[src/rtl/mprx_pkg.sv]
package mprx_pkg;
    typedef enum logic [1:0] {
        ST_IDLE  = 2'd0,
        ST_START = 2'd1,
        ST_BITS  = 2'd2,
        ST_STOP  = 2'd3
    } rx_state_e;

    function automatic logic vote3(input logic [2:0] s);
        return (s[0] & s[1]) | (s[1] & s[2]) | (s[0] & s[2]);
    endfunction
endpackage

[src/rtl/mprx_sampler.sv]
module mprx_sampler (
    input  logic clk,
    input  logic rst_n,
    input  logic os_tick,
    input  logic rxd,
    output logic line_s,
    output logic vote
);
    import mprx_pkg::*;

    typedef struct packed {
        logic [1:0] sync;
        logic [1:0] win;
    } smp_t;

    smp_t smp_d, smp_q;

    always_comb begin
        smp_d      = smp_q;
        smp_d.sync = {smp_q.sync[0], rxd};
        if (os_tick) begin
            smp_d.win = {smp_q.win[0], smp_q.sync[1]};
        end
    end

    always_ff @(posedge clk or negedge rst_n) begin
        if (!rst_n) smp_q <= '1;
        else        smp_q <= smp_d;
    end

    assign line_s = smp_q.sync[1];
    assign vote   = vote3({smp_q.win, smp_q.sync[1]});
endmodule

[src/rtl/mprx_addr_match.sv]
module mprx_addr_match #(
    parameter int ADDR_W = 8
) (
    input  logic [ADDR_W-1:0] rx_byte,
    input  logic [ADDR_W-1:0] own_addr,
    input  logic [ADDR_W-1:0] addr_mask,
    output logic              hit
);
    logic [ADDR_W-1:0] bcast;
    logic              given_hit;
    logic              bcast_hit;

    always_comb begin
        bcast     = own_addr | addr_mask;
        given_hit = ((rx_byte ^ own_addr) & addr_mask) == '0;
        bcast_hit = (rx_byte & bcast) == bcast;
        hit       = given_hit | bcast_hit;
    end
endmodule

[src/rtl/mprx_status.sv]
module mprx_status (
    input  logic clk,
    input  logic rst_n,
    input  logic fe_set,
    input  logic wr,
    input  logic sel,
    input  logic wdata,
    output logic fe,
    output logic mode,
    output logic rdata
);
    typedef struct packed {
        logic fe;
        logic mode;
    } st_t;

    st_t st_d, st_q;

    always_comb begin
        st_d = st_q;
        if (wr && sel)  st_d.fe   = wdata;
        if (wr && !sel) st_d.mode = wdata;
        if (fe_set)     st_d.fe   = 1'b1;
    end

    always_ff @(posedge clk or negedge rst_n) begin
        if (!rst_n) st_q <= '0;
        else        st_q <= st_d;
    end

    assign fe    = st_q.fe;
    assign mode  = st_q.mode;
    assign rdata = sel ? st_q.fe : st_q.mode;
endmodule

[src/rtl/mp_uart_rx.sv]
module mp_uart_rx #(
    parameter int DATA_W  = 8,
    parameter int OS_RATE = 16
) (
    input  logic              clk,
    input  logic              rst_n,
    input  logic              os_tick,
    input  logic              rxd,
    input  logic              mp_en,
    input  logic [DATA_W-1:0] own_addr,
    input  logic [DATA_W-1:0] addr_mask,
    input  logic              fe_sel,
    input  logic              top_wr,
    input  logic              top_wdata,
    output logic              top_rdata,
    input  logic              rdy_clr,
    output logic [DATA_W-1:0] rx_data,
    output logic              rx_bit9,
    output logic              rx_ready,
    output logic              frame_err,
    output logic              mode_hi
);
    import mprx_pkg::*;

    localparam int CNT_W  = $clog2(OS_RATE);
    localparam int BIT_W  = $clog2(DATA_W + 1);
    localparam int DECIDE = OS_RATE / 2 + 1;
    localparam int LAST   = OS_RATE - 1;

    typedef struct packed {
        rx_state_e         state;
        logic [CNT_W-1:0]  cnt;
        logic [BIT_W-1:0]  bitn;
        logic [DATA_W:0]   shreg;
        logic [DATA_W-1:0] data;
        logic              b9;
        logic              ready;
    } rx_t;

    rx_t  rx_d, rx_q;
    logic line_s, vote, addr_hit, pass;
    logic accept, fe_set;

    mprx_sampler u_smp (
        .clk    (clk),
        .rst_n  (rst_n),
        .os_tick(os_tick),
        .rxd    (rxd),
        .line_s (line_s),
        .vote   (vote)
    );

    mprx_addr_match #(.ADDR_W(DATA_W)) u_match (
        .rx_byte  (rx_q.shreg[DATA_W-1:0]),
        .own_addr (own_addr),
        .addr_mask(addr_mask),
        .hit      (addr_hit)
    );

    mprx_status u_stat (
        .clk   (clk),
        .rst_n (rst_n),
        .fe_set(fe_set),
        .wr    (top_wr),
        .sel   (fe_sel),
        .wdata (top_wdata),
        .fe    (frame_err),
        .mode  (mode_hi),
        .rdata (top_rdata)
    );

    assign pass = !mp_en || (rx_q.shreg[DATA_W] && addr_hit);

    always_comb begin
        rx_d   = rx_q;
        accept = 1'b0;
        fe_set = 1'b0;
        if (rdy_clr) rx_d.ready = 1'b0;
        if (os_tick) begin
            if (rx_q.state == ST_IDLE) begin
                if (!line_s) begin
                    rx_d.state = ST_START;
                    rx_d.cnt   = CNT_W'(1);
                end
            end else begin
                rx_d.cnt = (rx_q.cnt == CNT_W'(LAST)) ? '0 : rx_q.cnt + 1'b1;
                if (rx_q.cnt == CNT_W'(DECIDE)) begin
                    case (rx_q.state)
                        ST_START: begin
                            if (vote) begin
                                rx_d.state = ST_IDLE;
                            end else begin
                                rx_d.state = ST_BITS;
                                rx_d.bitn  = '0;
                            end
                        end
                        ST_BITS: begin
                            rx_d.shreg = {vote, rx_q.shreg[DATA_W:1]};
                            if (rx_q.bitn == BIT_W'(DATA_W)) rx_d.state = ST_STOP;
                            else                              rx_d.bitn  = rx_q.bitn + 1'b1;
                        end
                        ST_STOP: begin
                            rx_d.state = ST_IDLE;
                            if (!vote)     fe_set = 1'b1;
                            else if (pass) accept = 1'b1;
                        end
                        default: rx_d.state = ST_IDLE;
                    endcase
                end
            end
        end
        if (accept) begin
            rx_d.data  = rx_q.shreg[DATA_W-1:0];
            rx_d.b9    = rx_q.shreg[DATA_W];
            rx_d.ready = 1'b1;
        end
    end

    always_ff @(posedge clk or negedge rst_n) begin
        if (!rst_n) rx_q <= '{state: ST_IDLE, default: '0};
        else        rx_q <= rx_d;
    end

    assign rx_data  = rx_q.data;
    assign rx_bit9  = rx_q.b9;
    assign rx_ready = rx_q.ready;
endmodule

[config.mk]
export PLATFORM = sky130hd
export DESIGN_NAME = mp_uart_rx
export DESIGN_NICKNAME = d
export VERILOG_FILES = /design/src/rtl/mprx_pkg.sv /design/src/rtl/mprx_sampler.sv /design/src/rtl/mprx_addr_match.sv /design/src/rtl/mprx_status.sv /design/src/rtl/mp_uart_rx.sv
export SDC_FILE = /design/constraint.sdc
export NUM_CORES = 1
export LEC_CHECK = 0
export BUFFER_PORTS_ARGS = -buffer_cell sky130_fd_sc_hd__buf_4
export CORE_MARGIN = 1
export CORE_UTILIZATION = 45
export DETAILED_ROUTE_END_ITERATION = 10
export PLACE_DENSITY = 0.79
export SETUP_SLACK_MARGIN = 0.02
export SYNTH_ARGS = -nofsm -noshare
export SYNTH_HDL_FRONTEND = slang
export SYNTH_HIERARCHICAL = 1
export SYNTH_SLANG_ARGS = --single-unit
[constraint.sdc]
create_clock -name clk -period 2.02 [get_ports clk]
set_input_delay 0.202 -clock clk [delete_from_list [all_inputs] [get_ports clk]]
set_output_delay 0.202 -clock clk [all_outputs]
set_load 0.1 [all_outputs]
==> summary.txt <==
CTS
  • Worst-case clock buffer depth: 2
  • Clock root buffer: clkbuf_8
  • CTS sink cnt: 35
  • Reg clk slew, reported paths: 0.07 ns
  • CTS buffer count: 5
  • Worst skew pair latency: 0.29 ns
  • CTS tree: yes
  • Post-CTS Setup Inserts: 0
  • CTS H-Tree Depth: 2

Outcome
  • Run status: complete, no violations

Yosys
  • Synth Area in Adders: 5.87%
  • Top_reg_cell synth: dfrtp_1
  • Syn nets: 195
  • Gate Count Post-Synth: 162
  • Compound-gate portion of the synthesized area: 12.4%
  • Sequential area share after synthesis: 46.5%
  • Seq cells post-synth: 35
  • Post-Syn Area: 0.00190 mm2
  • Multiplexer share of the synthesized area: 15.4%
  • Syn_area_per_cell: 11.7 um2
  • Main combinational cell family by area after synthesis: multiplexers
  • Post-synthesis xor/xnor area fraction: 3.70%
  • Ys async rst share: 100%
  • Synth Area in Simple Gates: 10.4%
  • Syn. warnings: 6
  • Post-synth EDFFs: 0
  • Number of library cell types mapped by synthesis: 43

Critical path
  • Slowest cell on crit path: dfrtp_2
  • Reg2reg setup slack: 0.13 ns
  • Crit path kind: reg -> reg
  • Number of cells on the worst reg-to-reg path: 8
  • Critical path depth: 8
  • CP max FO: 5
  • Critical-path cell list: xor2_1 > a22oi_1 > nand4_1 > o31ai_2 > nand2_1 > nand2_1 > and4_4 > mux2_4
  • Cell mode on critical path: nand2_1
  • Top delay family on crit path: simple AND/OR/NAND/NOR gates
  • R2r startpoint: rx_q[12]
  • Crit end category: flip-flop
  • FF-to-FF End: rx_data[6]
  • Max incr delay on CP: 0.44 ns
  • Critical path buffers and inverters: 0
  • Startpoint Class: flip-flop
  • Critical Path RT: 2.20 ns
  • Arrival @ worst endpoint: 2.07 ns

Route
  • Wire length after detailed routing: 3720 um
  • Drt first pass iters: 4
  • DR top layer: met4
  • Remaining antenna violation count: 0
  • Total number of vias: 1363
  • Mean routed wirelength per cell: 14.7 um
  • Initial DRC count: 80
  • Met2 wire length: 1820 um
  • Met3 wire length: 224 um
  • Vias/cell: 5.39
  • Wl on met1: 1630 um
  • Residual DRC: 0

Power and ir drop
  • Leak: 1.15 nW
  • Pwr/cell area: 907 mW/mm2
  • Peak supply drop: 0.494 mV

Floorplanning
  • I/O Pins: 38
  • Die area: 0.00448 mm2
  • Initial Util: 47.0%
  • Core Footprint: 0.00403 mm2
  • Die width: 66.9 um
  • Die height: 66.9 um
  • FP Rows: 23

GRT
  • Total grt overflow: 0
  • Overall global routing resource usage: 17.7%
  • First-pass GRT wire length: 5770 um
  • Largest net degree at the start of global routing: 36
  • Initial antenna violation count: 0
  • Vias in the first global route: 1294

STA
  • Minimum clock period: 1.89 ns
  • Max Fclk: 530 MHz
  • Worst-Margin Slew: 0.476 ns
  • RSZ-0062 raised after global routing: false
  • Rel. slew slack: 67.9%
  • Tcrit/Tclk final: 93.4%
  • Hold Vio Cnt, Final: 0
  • Finish-stage setup viols: 0
  • Sum of negative setup slack: 0 ns
  • Final WS setup: 0.133 ns
  • Worst Clk Skew: 0.00379 ns
  • Max Slew Vio Count: 0

Cells and area
  • Finished Cell Area: 0.00232 mm2
  • # nets final: 235
  • Layout Utilization: 57.7%
  • Layout cell share with drive strength beyond 1: 42.9%
  • Number of diodes: 0
  • P&R area growth vs syn: 22.6%

Worst hold path
  • Hold Crit Class: in -> reg
  • Hold Path Sink: u_smp/smp_d[3]
  • Worst hold path startpoint: rxd
  • Hold path depth: 1

Placed design
  • DP Area: 0.00219 mm2
  • Port buffer count: 37
  • Placement Setup Slack: 0.0635 ns
  • GPL Wtd Cong: 0.785
  • Post-DP HPWL: 2690 um

Flow run
  • Maxcap violations: 0
how the worst max path moves through the flow:
stage	slack, ns	start	endpoint
after detailed placement	0.06	rx_q[16]	rx_data[6]
final	0.13	rx_q[12]	rx_data[6]
after CTS	0.05	rx_q[16]	rx_data[6]
after global placement	0.11	rx_q[16]	rx_bit9
after floorplan	0.21	rx_q[12]	rx_bit9
after global routing	0.04	rx_q[16]	rx_data[3]
cells in the mapped netlist, types with 2 or more instances:
cell type | number | share of area (%)
dfrtp_1 | 31 | 41
mux2_2 | 14 | 8.3
inv_1 | 10 | 2.0
nor2_1 | 10 | 2.0
mux2_4 | 9 | 7.1
nand2_1 | 9 | 1.8
buf_4 | 8 | 3.2
ha_1 | 8 | 5.3
xor2_1 | 8 | 3.7
a21oi_1 | 4 | 1.1
dfstp_2 | 4 | 5.5
o21ai_0 | 4 | 1.1
a22oi_1 | 3 | 1.2
nand3_1 | 3 | 0.79
nand4_1 | 3 | 0.99
o22ai_1 | 3 | 0.99
a31oi_1 | 2 | 0.66
o21bai_1 | 2 | 0.79
o22a_1 | 2 | 0.92
or3_1 | 2 | 0.66
worst register-to-register path: stages (launching register included):
cell and delay (ns):
dfrtp_2 0.44, xor2_1 0.15, a22oi_1 0.21, nand4_1 0.13
o31ai_2 0.07, nand2_1 0.07, nand2_1 0.10, and4_4 0.29
mux2_4 0.31
sequential cells by signal (all words and copies together), names as in the netlist:
| register | flops |
|---|---|
| u_smp/line_s | 1 |
| u_smp/smp_q | 2 |
| u_stat/mode | 1 |
| rx_q | 19 |
| rx_data | 8 |
| u_stat/fe | 1 |
| u_smp/smp_d | 1 |
| rx_bit9 | 1 |
| rx_ready | 1 |
cell usage in the layout (no fill, tap or decap), drive strengths merged, types with 5 or more instances in the layout:
cell type,n
buf,40
xor2,8
nor2,10
clkbuf,5
ha,8
nand2,10
mux2,23
inv,10
dfrtp,31
repair_timing:
item / in CTS / in global routing
gates resized for setup: 0 / 3
hold buffers: 1 / 0
hold endpoints to repair: 31 / 0
setup endpoints to repair: 0 / 9
stage by stage:
stage	total power, W	hold WS (ns)	instances
finish	0.00211	0.0148	253
global route	0.00225	0.00247	253
CTS	0.00211	0.00739	252
detailed placement	0.00147	0.178	243
global placement	0.00145	0.180	243
floorplan	0.00129	-0.0936	162
area by class of cell:
type	instances	area (um2)
fill	337	1710
multi-input combinational	109	917
sequential	35	883
timing repair buffer	41	310
clock buffer	5	68.8
tap	50	62.6
clock inverter	3	43.8
inverter	10	37.5
logic make-up after synthesis:
kind of cell | after synthesis
and+or+nand+nor | 37
DFF | 35
AOI/OAI and AO/OA | 31
muxes | 23
buffers and inverters | 19
adders and majority gates | 9
xor gates and xnor gates | 8
where the power goes:
part	leakage (nW)	switching (W)	internal (W)
Clock	0.0581	0.000268	0.000367
Sequential	0.445	0.000103	0.000806
Combinational	0.643	0.000317	0.000246
routing by layer:
metal  track usage (%)  up-vias
li1                  -      658
met1              20.6      654
met2              30.1       44
met3              5.65        7
met4              6.38        0
met5                 0        -
No activity file was read; power rests on OpenSTA's default activity.
